`config.mk`:
```
export PLATFORM = sky130hd
export DESIGN_NAME = lru_age_tracker
export DESIGN_NICKNAME = d
export VERILOG_FILES = /design/src/rtl/lru_age_pkg.sv /design/src/rtl/lru_set_update.sv /design/src/rtl/lru_victim_pick.sv /design/src/rtl/lru_age_tracker.sv
export SDC_FILE = /design/constraint.sdc
export NUM_CORES = 1
export LEC_CHECK = 0
export BUFFER_PORTS_ARGS = -buffer_cell sky130_fd_sc_hd__clkbuf_2
export CAP_MARGIN = 10
export CORE_ASPECT_RATIO = 0.6
export CORE_MARGIN = 2
export CORE_UTILIZATION = 40
export CTS_CLUSTER_SIZE = 16
export DETAILED_ROUTE_END_ITERATION = 8
export SETUP_SLACK_MARGIN = 0.1
export SYNTH_ARGS = -nofsm -noshare
export SYNTH_HDL_FRONTEND = slang
export SYNTH_SLANG_ARGS = --single-unit
```
`constraint.sdc`:
```
create_clock -name clk -period 3.6 [get_ports clk]
set_clock_uncertainty 0.1 [all_clocks]
set_input_delay 0 -clock clk [delete_from_list [all_inputs] [get_ports clk]]
set_output_delay 0 -clock clk [all_outputs]
set_load 0.03 [all_outputs]
```
`src/rtl/lru_age_pkg.sv`:
```
package lru_age_pkg;

    // Kind of age update applied to one set in a cycle.
    typedef enum logic [1:0] {
        UPD_IDLE = 2'd0,
        UPD_HIT  = 2'd1,
        UPD_FILL = 2'd2
    } upd_kind_e;

    // Index width for a count of n items; never below one bit.
    function automatic int idx_bits(input int n);
        return (n > 1) ? $clog2(n) : 1;
    endfunction

endpackage

```
`src/rtl/lru_set_update.sv`:
```
// Next-state logic for the age counters and valid flags of one set.
module lru_set_update
    import lru_age_pkg::*;
#(
    parameter int NUM_WAYS   = 4,
    parameter int USE_STATES = 3,
    localparam int WW = idx_bits(NUM_WAYS),
    localparam int CW = idx_bits(USE_STATES)
) (
    input  logic [NUM_WAYS-1:0][CW-1:0] age_cur,
    input  logic [NUM_WAYS-1:0]         valid_cur,
    input  upd_kind_e                   kind,
    input  logic [WW-1:0]               upd_way,
    input  logic                        inv_here,
    input  logic [WW-1:0]               inv_way,
    output logic [NUM_WAYS-1:0][CW-1:0] age_nxt,
    output logic [NUM_WAYS-1:0]         valid_nxt
);

    localparam logic [CW-1:0] AGE_TOP = CW'(USE_STATES - 1);
    localparam logic [CW-1:0] AGE_ONE = CW'(1);

    logic [CW-1:0] ref_age;

    always_comb begin
        age_nxt   = age_cur;
        valid_nxt = valid_cur;
        ref_age   = age_cur[upd_way];

        // Age the other ways of the set by the rule of the update kind.
        for (int w = 0; w < NUM_WAYS; w++) begin
            unique case (kind)
                UPD_HIT: begin
                    if (age_cur[w] > ref_age) begin
                        age_nxt[w] = age_cur[w] - AGE_ONE;
                    end
                end
                UPD_FILL: begin
                    if (age_cur[w] != '0) begin
                        age_nxt[w] = age_cur[w] - AGE_ONE;
                    end
                end
                default: ;
            endcase
        end

        // The touched way becomes the youngest; a fill also makes it valid.
        if (kind != UPD_IDLE) begin
            age_nxt[upd_way] = AGE_TOP;
            if (kind == UPD_FILL) begin
                valid_nxt[upd_way] = 1'b1;
            end
        end

        // An invalidate decides the final state of its way.
        if (inv_here) begin
            age_nxt[inv_way]   = '0;
            valid_nxt[inv_way] = 1'b0;
        end
    end

endmodule

```
`src/rtl/lru_victim_pick.sv`:
```
// Victim choice for one set: lowest invalid way first, else the oldest way.
module lru_victim_pick
    import lru_age_pkg::*;
#(
    parameter int NUM_WAYS   = 4,
    parameter int USE_STATES = 3,
    localparam int WW = idx_bits(NUM_WAYS),
    localparam int CW = idx_bits(USE_STATES)
) (
    input  logic [NUM_WAYS-1:0][CW-1:0] age_set,
    input  logic [NUM_WAYS-1:0]         valid_set,
    output logic [WW-1:0]               pick_way,
    output logic                        pick_free
);

    logic [WW-1:0] free_way;
    logic          free_found;
    logic [WW-1:0] old_way;
    logic [CW-1:0] old_age;

    // Scan for the lowest-numbered invalid way.
    always_comb begin
        free_way   = '0;
        free_found = 1'b0;
        for (int w = 0; w < NUM_WAYS; w++) begin
            if (!valid_set[w] && !free_found) begin
                free_way   = WW'(w);
                free_found = 1'b1;
            end
        end
    end

    // Minimum age; strict compare keeps the lowest index on ties.
    always_comb begin
        old_way = '0;
        old_age = age_set[0];
        for (int w = 1; w < NUM_WAYS; w++) begin
            if (age_set[w] < old_age) begin
                old_age = age_set[w];
                old_way = WW'(w);
            end
        end
    end

    assign pick_way  = free_found ? free_way : old_way;
    assign pick_free = free_found;

endmodule

```
`src/rtl/lru_age_tracker.sv`:
```
module lru_age_tracker
    import lru_age_pkg::*;
#(
    parameter int NUM_SETS   = 8,
    parameter int NUM_WAYS   = 4,
    parameter int USE_STATES = 3,
    localparam int SW = idx_bits(NUM_SETS),
    localparam int WW = idx_bits(NUM_WAYS),
    localparam int CW = idx_bits(USE_STATES)
) (
    input  logic          clk,
    input  logic          rst,
    input  logic          hit_en,
    input  logic [SW-1:0] hit_set,
    input  logic [WW-1:0] hit_way,
    input  logic          fill_en,
    input  logic [SW-1:0] fill_set,
    input  logic [WW-1:0] fill_way,
    input  logic          inv_en,
    input  logic [SW-1:0] inv_set,
    input  logic [WW-1:0] inv_way,
    input  logic [SW-1:0] query_set,
    output logic [WW-1:0] victim_way,
    output logic          victim_free
);

    logic [NUM_SETS-1:0][NUM_WAYS-1:0][CW-1:0] age_q;
    logic [NUM_SETS-1:0][NUM_WAYS-1:0]         valid_q;

    for (genvar s = 0; s < NUM_SETS; s++) begin : g_set
        upd_kind_e                   kind;
        logic [WW-1:0]               uway;
        logic                        inv_here;
        logic [NUM_WAYS-1:0][CW-1:0] age_d;
        logic [NUM_WAYS-1:0][CW-1:0] age_r;
        logic [NUM_WAYS-1:0]         valid_d;
        logic [NUM_WAYS-1:0]         valid_r;

        // Route the update addressed to this set; a hit outranks a fill.
        always_comb begin
            kind = UPD_IDLE;
            uway = hit_way;
            if (hit_en && (hit_set == SW'(s))) begin
                kind = UPD_HIT;
                uway = hit_way;
            end else if (fill_en && (fill_set == SW'(s))) begin
                kind = UPD_FILL;
                uway = fill_way;
            end
        end

        assign inv_here = inv_en && (inv_set == SW'(s));

        lru_set_update #(
            .NUM_WAYS  (NUM_WAYS),
            .USE_STATES(USE_STATES)
        ) i_upd (
            .age_cur  (age_r),
            .valid_cur(valid_r),
            .kind     (kind),
            .upd_way  (uway),
            .inv_here (inv_here),
            .inv_way  (inv_way),
            .age_nxt  (age_d),
            .valid_nxt(valid_d)
        );

        always_ff @(posedge clk) begin
            if (rst) begin
                age_r   <= '0;
                valid_r <= '0;
            end else begin
                age_r   <= age_d;
                valid_r <= valid_d;
            end
        end

        assign age_q[s]   = age_r;
        assign valid_q[s] = valid_r;
    end

    lru_victim_pick #(
        .NUM_WAYS  (NUM_WAYS),
        .USE_STATES(USE_STATES)
    ) i_pick (
        .age_set  (age_q[query_set]),
        .valid_set(valid_q[query_set]),
        .pick_way (victim_way),
        .pick_free(victim_free)
    );

endmodule

```
==> key figures, run 1 <==
Run status
  • Status: finished clean

Worst setup path
  • Required time worst endpoint: 3.50 ns
  • Reg2Reg Depth: 6
  • Worst-path fanout max: 8
  • Endpoint class of the critical path: output port
  • WS Path Type: flop to output port
  • CP arrival: 3.32 ns
  • Startpoint Class: flop

Global routing
  • Number of global-route vias before repair: 9,557
  • Met1 Use GR: 0.450
  • First-pass GRT wire length: 60,500 um
  • Busiest grt layer: met1
  • GRT Residual Overflow: 0
  • Largest net degree at the start of global routing: 36
  • Initial antenna violation count: 0
  • Met3 usage: 0.118
  • M2 GR Usage: 0.376
  • Total track usage: 0.297

Synthesis
  • Yosys top cell area share: 0.186
  • Top cells by area, synth: dfxtp_1 19%, ha_1 12%, mux4_2 7.4%, a21oi_1 6.1%, o21ai_0 5.0%
  • Synthesis Warnings: 0
  • Synth Net Count: 1,467
  • Mean Syn Cell Area: 7.70 sq um
  • Post-Syn Instances: 1,343
  • Post-synth EDFFs: 0
  • Main flop type after synthesis: dfxtp_1
  • Largest area contributor in the netlist: dfxtp_1
  • Library cells used by synthesis: 89
  • Synthesized flop and latch total: 96
  • Sequential cell area fraction in the yosys report: 0.186
  • Async set-or-reset flop fraction in the synthesized netlist: 0
  • Synthesized cell area: 0.0103 sq mm

Finish
  • Most frequent cells in the layout: 127 x a21oi_1, 121 x nor2_1, 116 x nand2_1, 104 x o21ai_0, 101 x ha_1
  • Final nets: 1,477
  • # diodes: 0
  • Filler cells: 2,520
  • Fin area: 0.0113 sq mm
  • Final Util: 0.445
  • Non-filler cells, final: 1,687
  • Area growth, synth to finish: 9.08%
  • Flip-flop and latch area: 0.00192 sq mm
  • Area of the multi-input gates: 0.00781 sq mm
  • Share of cells above drive strength 1: 0.142
  • Commonest non-fill, non-tap cell in the layout: a21oi_1

Floorplan
  • Initial core utilization: 0.408
  • Die H: 129 um
  • Die area: 0.0272 sq mm
  • Top-level I/O count: 26
  • Die Wd: 212 um
  • Core box area: 0.0253 sq mm
  • Row cnt: 45

Clock tree
  • Worst-path clk slew: 0.08 ns
  • CTS tree: yes
  • CTS sink count: 96
  • Hold-fix buffers at CTS: 0
  • Max H-tree Level: 3
  • CTS Buf Count: 9
  • Root Driver: clkbuf_16
  • Clock latency on the worst-skew pair: 0.38 ns
  • Clock Tree Buf Depth: 2

Worst hold path
  • Hold Crit Depth: 4
  • Worst hold path class: input pin to flop

Timing
  • RSZ-0062 raised after global routing: yes
  • Maximum clock frequency: 0.292 GHz
  • Fin. max-slew vios: 0
  • Slew Limit Headroom: 0.262
  • Fin Setup TNS: 0 ns
  • Period utilization: 0.951
  • Worst-margin pin slew: 1.10 ns
  • Slack of the critical path: 0.178 ns
  • Final setup fails: 0
  • Final Hold Fails: 0
  • Post-layout min period: 3.42 ns

Detailed routing
  • Drt pass-1 iters: 6
  • # DRC: 0
  • Total number of vias: 11,000
  • WL per Instance: 23.8 um
  • Starting DRT DRC Count: 1,797
  • Post-DRT Antenna Nets: 0
  • DR vias/cell: 6.54
  • Final wirelength: 40,100 um

Placed design
  • Place WS: 0.301 ns
  • Dpl cell area: 0.0110 sq mm
  • DP Wirelength: 30,100 um
  • # port buffers: 25
  • Placer's final routability congestion estimate: 0.955
  • # placed instances: 1,671

Job
  • Max-Cap Viols: 0

Power
  • Peak VDD IR: 0.000186 V
  • Leak Pwr: 4.34 nW
  • Power per cell area: 271 mW/mm^2
-- worst paths after layout --
path / from / to / slack [ns]
worst max register to register: age_q[22] / age_q[18] / 0.92
worst min register to register: g_set[5].valid_r[3] / g_set[5].valid_r[3] / 0.38
worst min-delay path: inv_set[1] / g_set[0].valid_r[0] / 0.17
worst max-delay path: age_q[17] / victim_way[0] / 0.18
-- critical path: stages (launching register included) --
cell and delay [ns]:
dfxtp_1 0.43, mux4_2 0.53, mux2i_1 0.19, inv_1 0.06, ha_1 0.21, inv_1 0.07, ha_1 0.17, a211oi_1 0.06
or3_1 0.36, o22a_1 0.19, a21boi_1 0.15, o221ai_2 0.28, buf_4 0.23
-- power by group --
part | internal (mW) | total [mW] | switching [mW] | leakage, nW
sequential | 1.09 | 1.17 | 0.0733 | 0.778
clock | 0.544 | 1.05 | 0.507 | 0.143
combinational | 0.306 | 0.833 | 0.528 | 3.42
-- registers in the layout (all words and copies together) (netlist names) --
signal / cells
g_set.valid_r: 32
age_q: 64
-- per-stage QoR --
step / power [mW] / hold WS, ns
after global placement: 1.98 / 0.353
final: 3.05 / 0.169
after CTS: 3.03 / 0.134
after floorplan: 1.72 / 0.244
after detailed placement: 1.99 / 0.357
after global routing: 3.18 / 0.165
-- cells in the mapped netlist, types with 15 or more instances --
library cell	instances
and3_1	17
o21ai_0	104
clkbuf_1	54
ha_1	101
a31oi_1	26
a211oi_1	23
mux4_2	34
nor2_1	121
o211ai_1	15
nand2_1	116
nand3_1	54
a21oi_1	127
nand4_1	15
nand2b_1	22
buf_2	26
dfxtp_1	96
a21o_1	20
inv_1	51
nor3_1	39
nor2b_1	20
-- timing repair --
action                     4_1_cts  5_1_grt
setup buffers                    0        0
gates resized for setup          1        5
setup endpoints to repair        1        2
-- kinds of logic (layout without fill, tap and decap cells) --
logic type      after synthesis  after routing  share of synthesized area
simple gates                488            488                      0.248
fa+ha+maj                   113            113                      0.134
mux                          54             54                     0.0944
xor+xnor                      2              2                    0.00169
flops                        96             96                      0.186
compound gates              444            444                      0.276
buf+inv                     146            161                     0.0601
-- per-layer routing --
| layer | part of all wire | wire, um |
|---|---|---|
| met1 | 0.46 | 18300 |
| met2 | 0.37 | 14600 |
| met3 | 0.16 | 6270 |
| met4 | 0.022 | 894 |
| met5 | 0 | 0 |
-- cell type report --
| class | instances | area share |
|---|---|---|
| tap | 329 | 0.0365 |
| clock inverter | 6 | 0.00610 |
| timing repair buffer | 94 | 0.0573 |
| inverter | 51 | 0.0170 |
| multi-input combinational | 1101 | 0.692 |
| sequential | 96 | 0.171 |
| clock buffer | 10 | 0.0203 |
Note: power is estimated with default switching activity, not from simulation.
==> inputs of run 2 (changes only) <==
- SYNTH_HIERARCHICAL: not set -> 1
==> key figures, run 2 <==
Run status
  • Status: finished clean

Timing
  • Final setup fails: 0 (unchanged)
  • Final Hold Fails: 0 (unchanged)
  • RSZ-0062 raised after global routing: no
  • Fin Setup TNS: 0 ns (unchanged)
  • Post-layout min period: 3.20 ns (-0.224 ns)
  • Slew Limit Headroom: 0.359 (+0.0971)
  • Worst-margin pin slew: 0.961 ns (-0.143 ns)
  • Period utilization: 0.888 (-0.0621)
  • Maximum clock frequency: 0.313 GHz (+7.0%)
  • Fin. max-slew vios: 0 (unchanged)

Worst setup path
  • Reg2Reg Setup Slack: 1.18 ns (+0.26 ns)
  • Startpoint Class: flop
  • Endpoint class of the critical path: output port
  • Worst-path fanout max: 7 (-1)
  • WP buf/inv: 2 (-1)
  • WS Path Type: flop to output port
  • Critical Path Stages: 10 (-2)
  • Worst setup path start: age_q[49]
  • Crit path cell chain: mux4_2 > mux2_2 > ha_1 > ha_1 > inv_1 > ha_1 > a21oi_1 > nand2_1 > a41oi_1 > clkbuf_2
  • CP arrival: 3.10 ns (-0.22 ns)
  • Worst path slowest cell: mux4_2
  • Critical path destination: victim_way[1]
  • CP peak stage delay: 0.52 ns (about the same)
  • Top cell by count, worst path: ha_1
  • Worst reg2reg path endpoint: age_q[59]
  • Reg2Reg Depth: 8 (+2)
  • Crit-path leading delay family: multiplexers
  • Required time worst endpoint: 3.50 ns (about the same)
  • Worst flop-to-flop path startpoint: age_q[63]

Finish
  • Share of cells above drive strength 1: 0.139 (-0.00359)
  • Max reg flops: 64 (unchanged)
  • Final Util: 0.442 (-0.00349)
  • Area growth, synth to finish: 7.62%
  • Final nets: 1,431 (-3.1%)
  • # diodes: 0 (unchanged)
  • Most frequent cells in the layout: 157 x ha_1, 142 x nand2_1, 120 x nor2b_1, 96 x dfxtp_1, 87 x nor2_1
  • Non-filler cells, final: 1,608 (-4.7%)
  • Commonest non-fill, non-tap cell in the layout: ha_1

Floorplan
  • Die Wd: 213 um (+0.61%)
  • Die H: 129 um (+0.60%)
  • Core box area: 0.0255 sq mm (+0.67%)
  • Initial core utilization: 0.410 (+0.00230)
  • Top-level I/O count: 26 (unchanged)
  • Die area: 0.0275 sq mm (+1.2%)
  • Row cnt: 45 (unchanged)

Power
  • Switching share of power: 0.311 (-0.0524)
  • Power per cell area: 262 mW/mm^2 (-3.3%)
  • Clock group share of total power: 0.387 (+0.043)
  • Leak Pwr: 4.77 nW (+9.9%)
  • Peak VDD IR: 0.000170 V (-8.3%)
  • Internal Pwr Total: 2.03 mW (+4.5%)
  • Gate power share: 0.228 (-0.045)
  • Switching power total: 916 uW (-17%)
  • Seq pwr share: 0.385 (+0.002)

Synthesis
  • Synthesized flop and latch total: 96 (unchanged)
  • Sequential cell area fraction in the yosys report: 0.184 (-0.00227)
  • Top cells by area, synth: ha_1 19%, dfxtp_1 18%, mux4_2 8.6%, nor2b_1 7.2%, nand2_1 5.1%
  • Mean Syn Cell Area: 8.41 sq um (+9.3%)
  • Yosys top cell area share: 0.188 (+0.00180)
  • Async set-or-reset flop fraction in the synthesized netlist: 0 (unchanged)
  • Library cells used by synthesis: 51 (-43%)
  • Largest area contributor in the netlist: ha_1
  • Synthesized cell area: 0.0105 sq mm (+1.2%)
  • Main flop type after synthesis: dfxtp_1
  • Synth cell count leaders: 157 x ha_1, 142 x nand2_1, 120 x nor2b_1
  • Synthesis Warnings: 6 (+6)
  • Synth Net Count: 1,424 (-2.9%)
  • Post-Syn Instances: 1,244 (-7.4%)
  • Post-synth EDFFs: 0 (unchanged)
  • Top-count cell post-synth: ha_1

Clock tree
  • Max H-tree Level: 3 (unchanged)
  • Root Driver: clkbuf_16
  • CTS sink count: 96 (unchanged)
  • Hold-fix buffers at CTS: 0 (unchanged)
  • CTS tree: yes
  • Worst-path clk slew: 0.07 ns (about the same)
  • Post-cts gate resize count: 0 (-1)
  • Post CTS Setup Buffer Count: 0 (unchanged)
  • Clock latency on the worst-skew pair: 0.38 ns (about the same)
  • Clock Tree Buf Depth: 2 (unchanged)
  • CTS Buf Count: 9 (unchanged)

Detailed routing
  • Final wirelength: 30,800 um (-23%)
  • DR vias/cell: 5.72 (-12%)
  • Drt pass-1 iters: 7 (+1)
  • Starting DRT DRC Count: 945 (-47%)
  • # DRC: 0 (unchanged)
  • Post-DRT Antenna Nets: 0 (unchanged)
  • Total number of vias: 9,199 (-17%)
  • WL per Instance: 19.1 um (-20%)

Placed design
  • Placer's final routability congestion estimate: 0.895 (-6.3%)
  • DP Wirelength: 23,700 um (-21%)
  • # port buffers: 25 (unchanged)
  • # placed instances: 1,592 (-4.7%)

Global routing
  • First-pass GRT wire length: 49,000 um (-19%)
  • Number of global-route vias before repair: 8,261 (-14%)
  • Largest net degree at the start of global routing: 81 (+130%)
  • Total track usage: 0.233 (-0.0639)
  • Initial antenna violation count: 0 (unchanged)
  • GRT Residual Overflow: 0 (unchanged)

Worst hold path
  • Worst hold path class: input pin to flop

Job
  • Max-Cap Viols: 0 (unchanged)
==> run 2: changes by cell type after synthesis, sizes merged, moves of 37 or more <==
cell and delta:
inv +37, nor2 -38, ha +56, nand3 -46, a21oi -56, clkbuf -43
o21ai -71, nor2b +108
==> run 2: area by class of cell <==
cell class              count  area, sq um
fillers                  2474        14200
multi-input cells        1019         8010
flip-flops and latches     96         1920
well taps                 352          440
inverters                  88          330
clock buffers              12          267
repair buffers             37          218
clock inverters             4         75.1
==> run 2: stage by stage <==
stage | setup slack, ns | power [mW] | hold slack, ns | area [sq um]
2_1_floorplan | 0.873 | 1.65 | 0.176 | 10500
6_report | 0.401 | 2.95 | 0.139 | 11300
4_1_cts | 0.374 | 2.96 | 0.149 | 11300
5_1_grt | 0.249 | 3.09 | 0.191 | 11300
3_3_place_gp | 0.321 | 1.81 | 0.477 | 10900
3_5_place_dp | 0.335 | 1.82 | 0.480 | 10900
==> run 2: logic make-up after synthesis <==
logic type               after synthesis  synth area share
multiplexers                          92             0.140
AND/OR/NAND/NOR                      480             0.247
flip-flops                            96             0.184
buffers and inverters                129            0.0509
AO/OA/AOI/OAI                        290             0.191
adder cells (fa/ha/maj)              157             0.188
==> run 2: routing by layer <==
metal	routed length, um	GRT usage	vias to the layer above
met5	0	0	-
met4	248	0.0473	0
met3	2810	0.0647	20
met2	11700	0.300	317
met1	16000	0.373	4366
li1	-	-	4496
==> run 2: power by group through the flow <==
stage	sequential (mW)	clock, mW	combinational, mW
after CTS	1.13	1.16	0.665
after floorplan	1.13	0	0.517
after detailed placement	1.16	0	0.661
after global routing	1.14	1.20	0.749
after global placement	1.16	0	0.648
final	1.14	1.14	0.671
==> run 2: how the worst min path moves through the flow <==
stage,depth (start not counted),endpoint,start
6_report,2,age_q[32],rst
5_1_grt,2,g_set[4].valid_r[1],rst
2_1_floorplan,3,g_set[0].valid_r[0],inv_way[0]
3_5_place_dp,3,g_set[0].valid_r[2],g_set[0].valid_r[2]
4_1_cts,2,age_q[32],rst
3_3_place_gp,3,g_set[0].valid_r[3],g_set[0].valid_r[3]
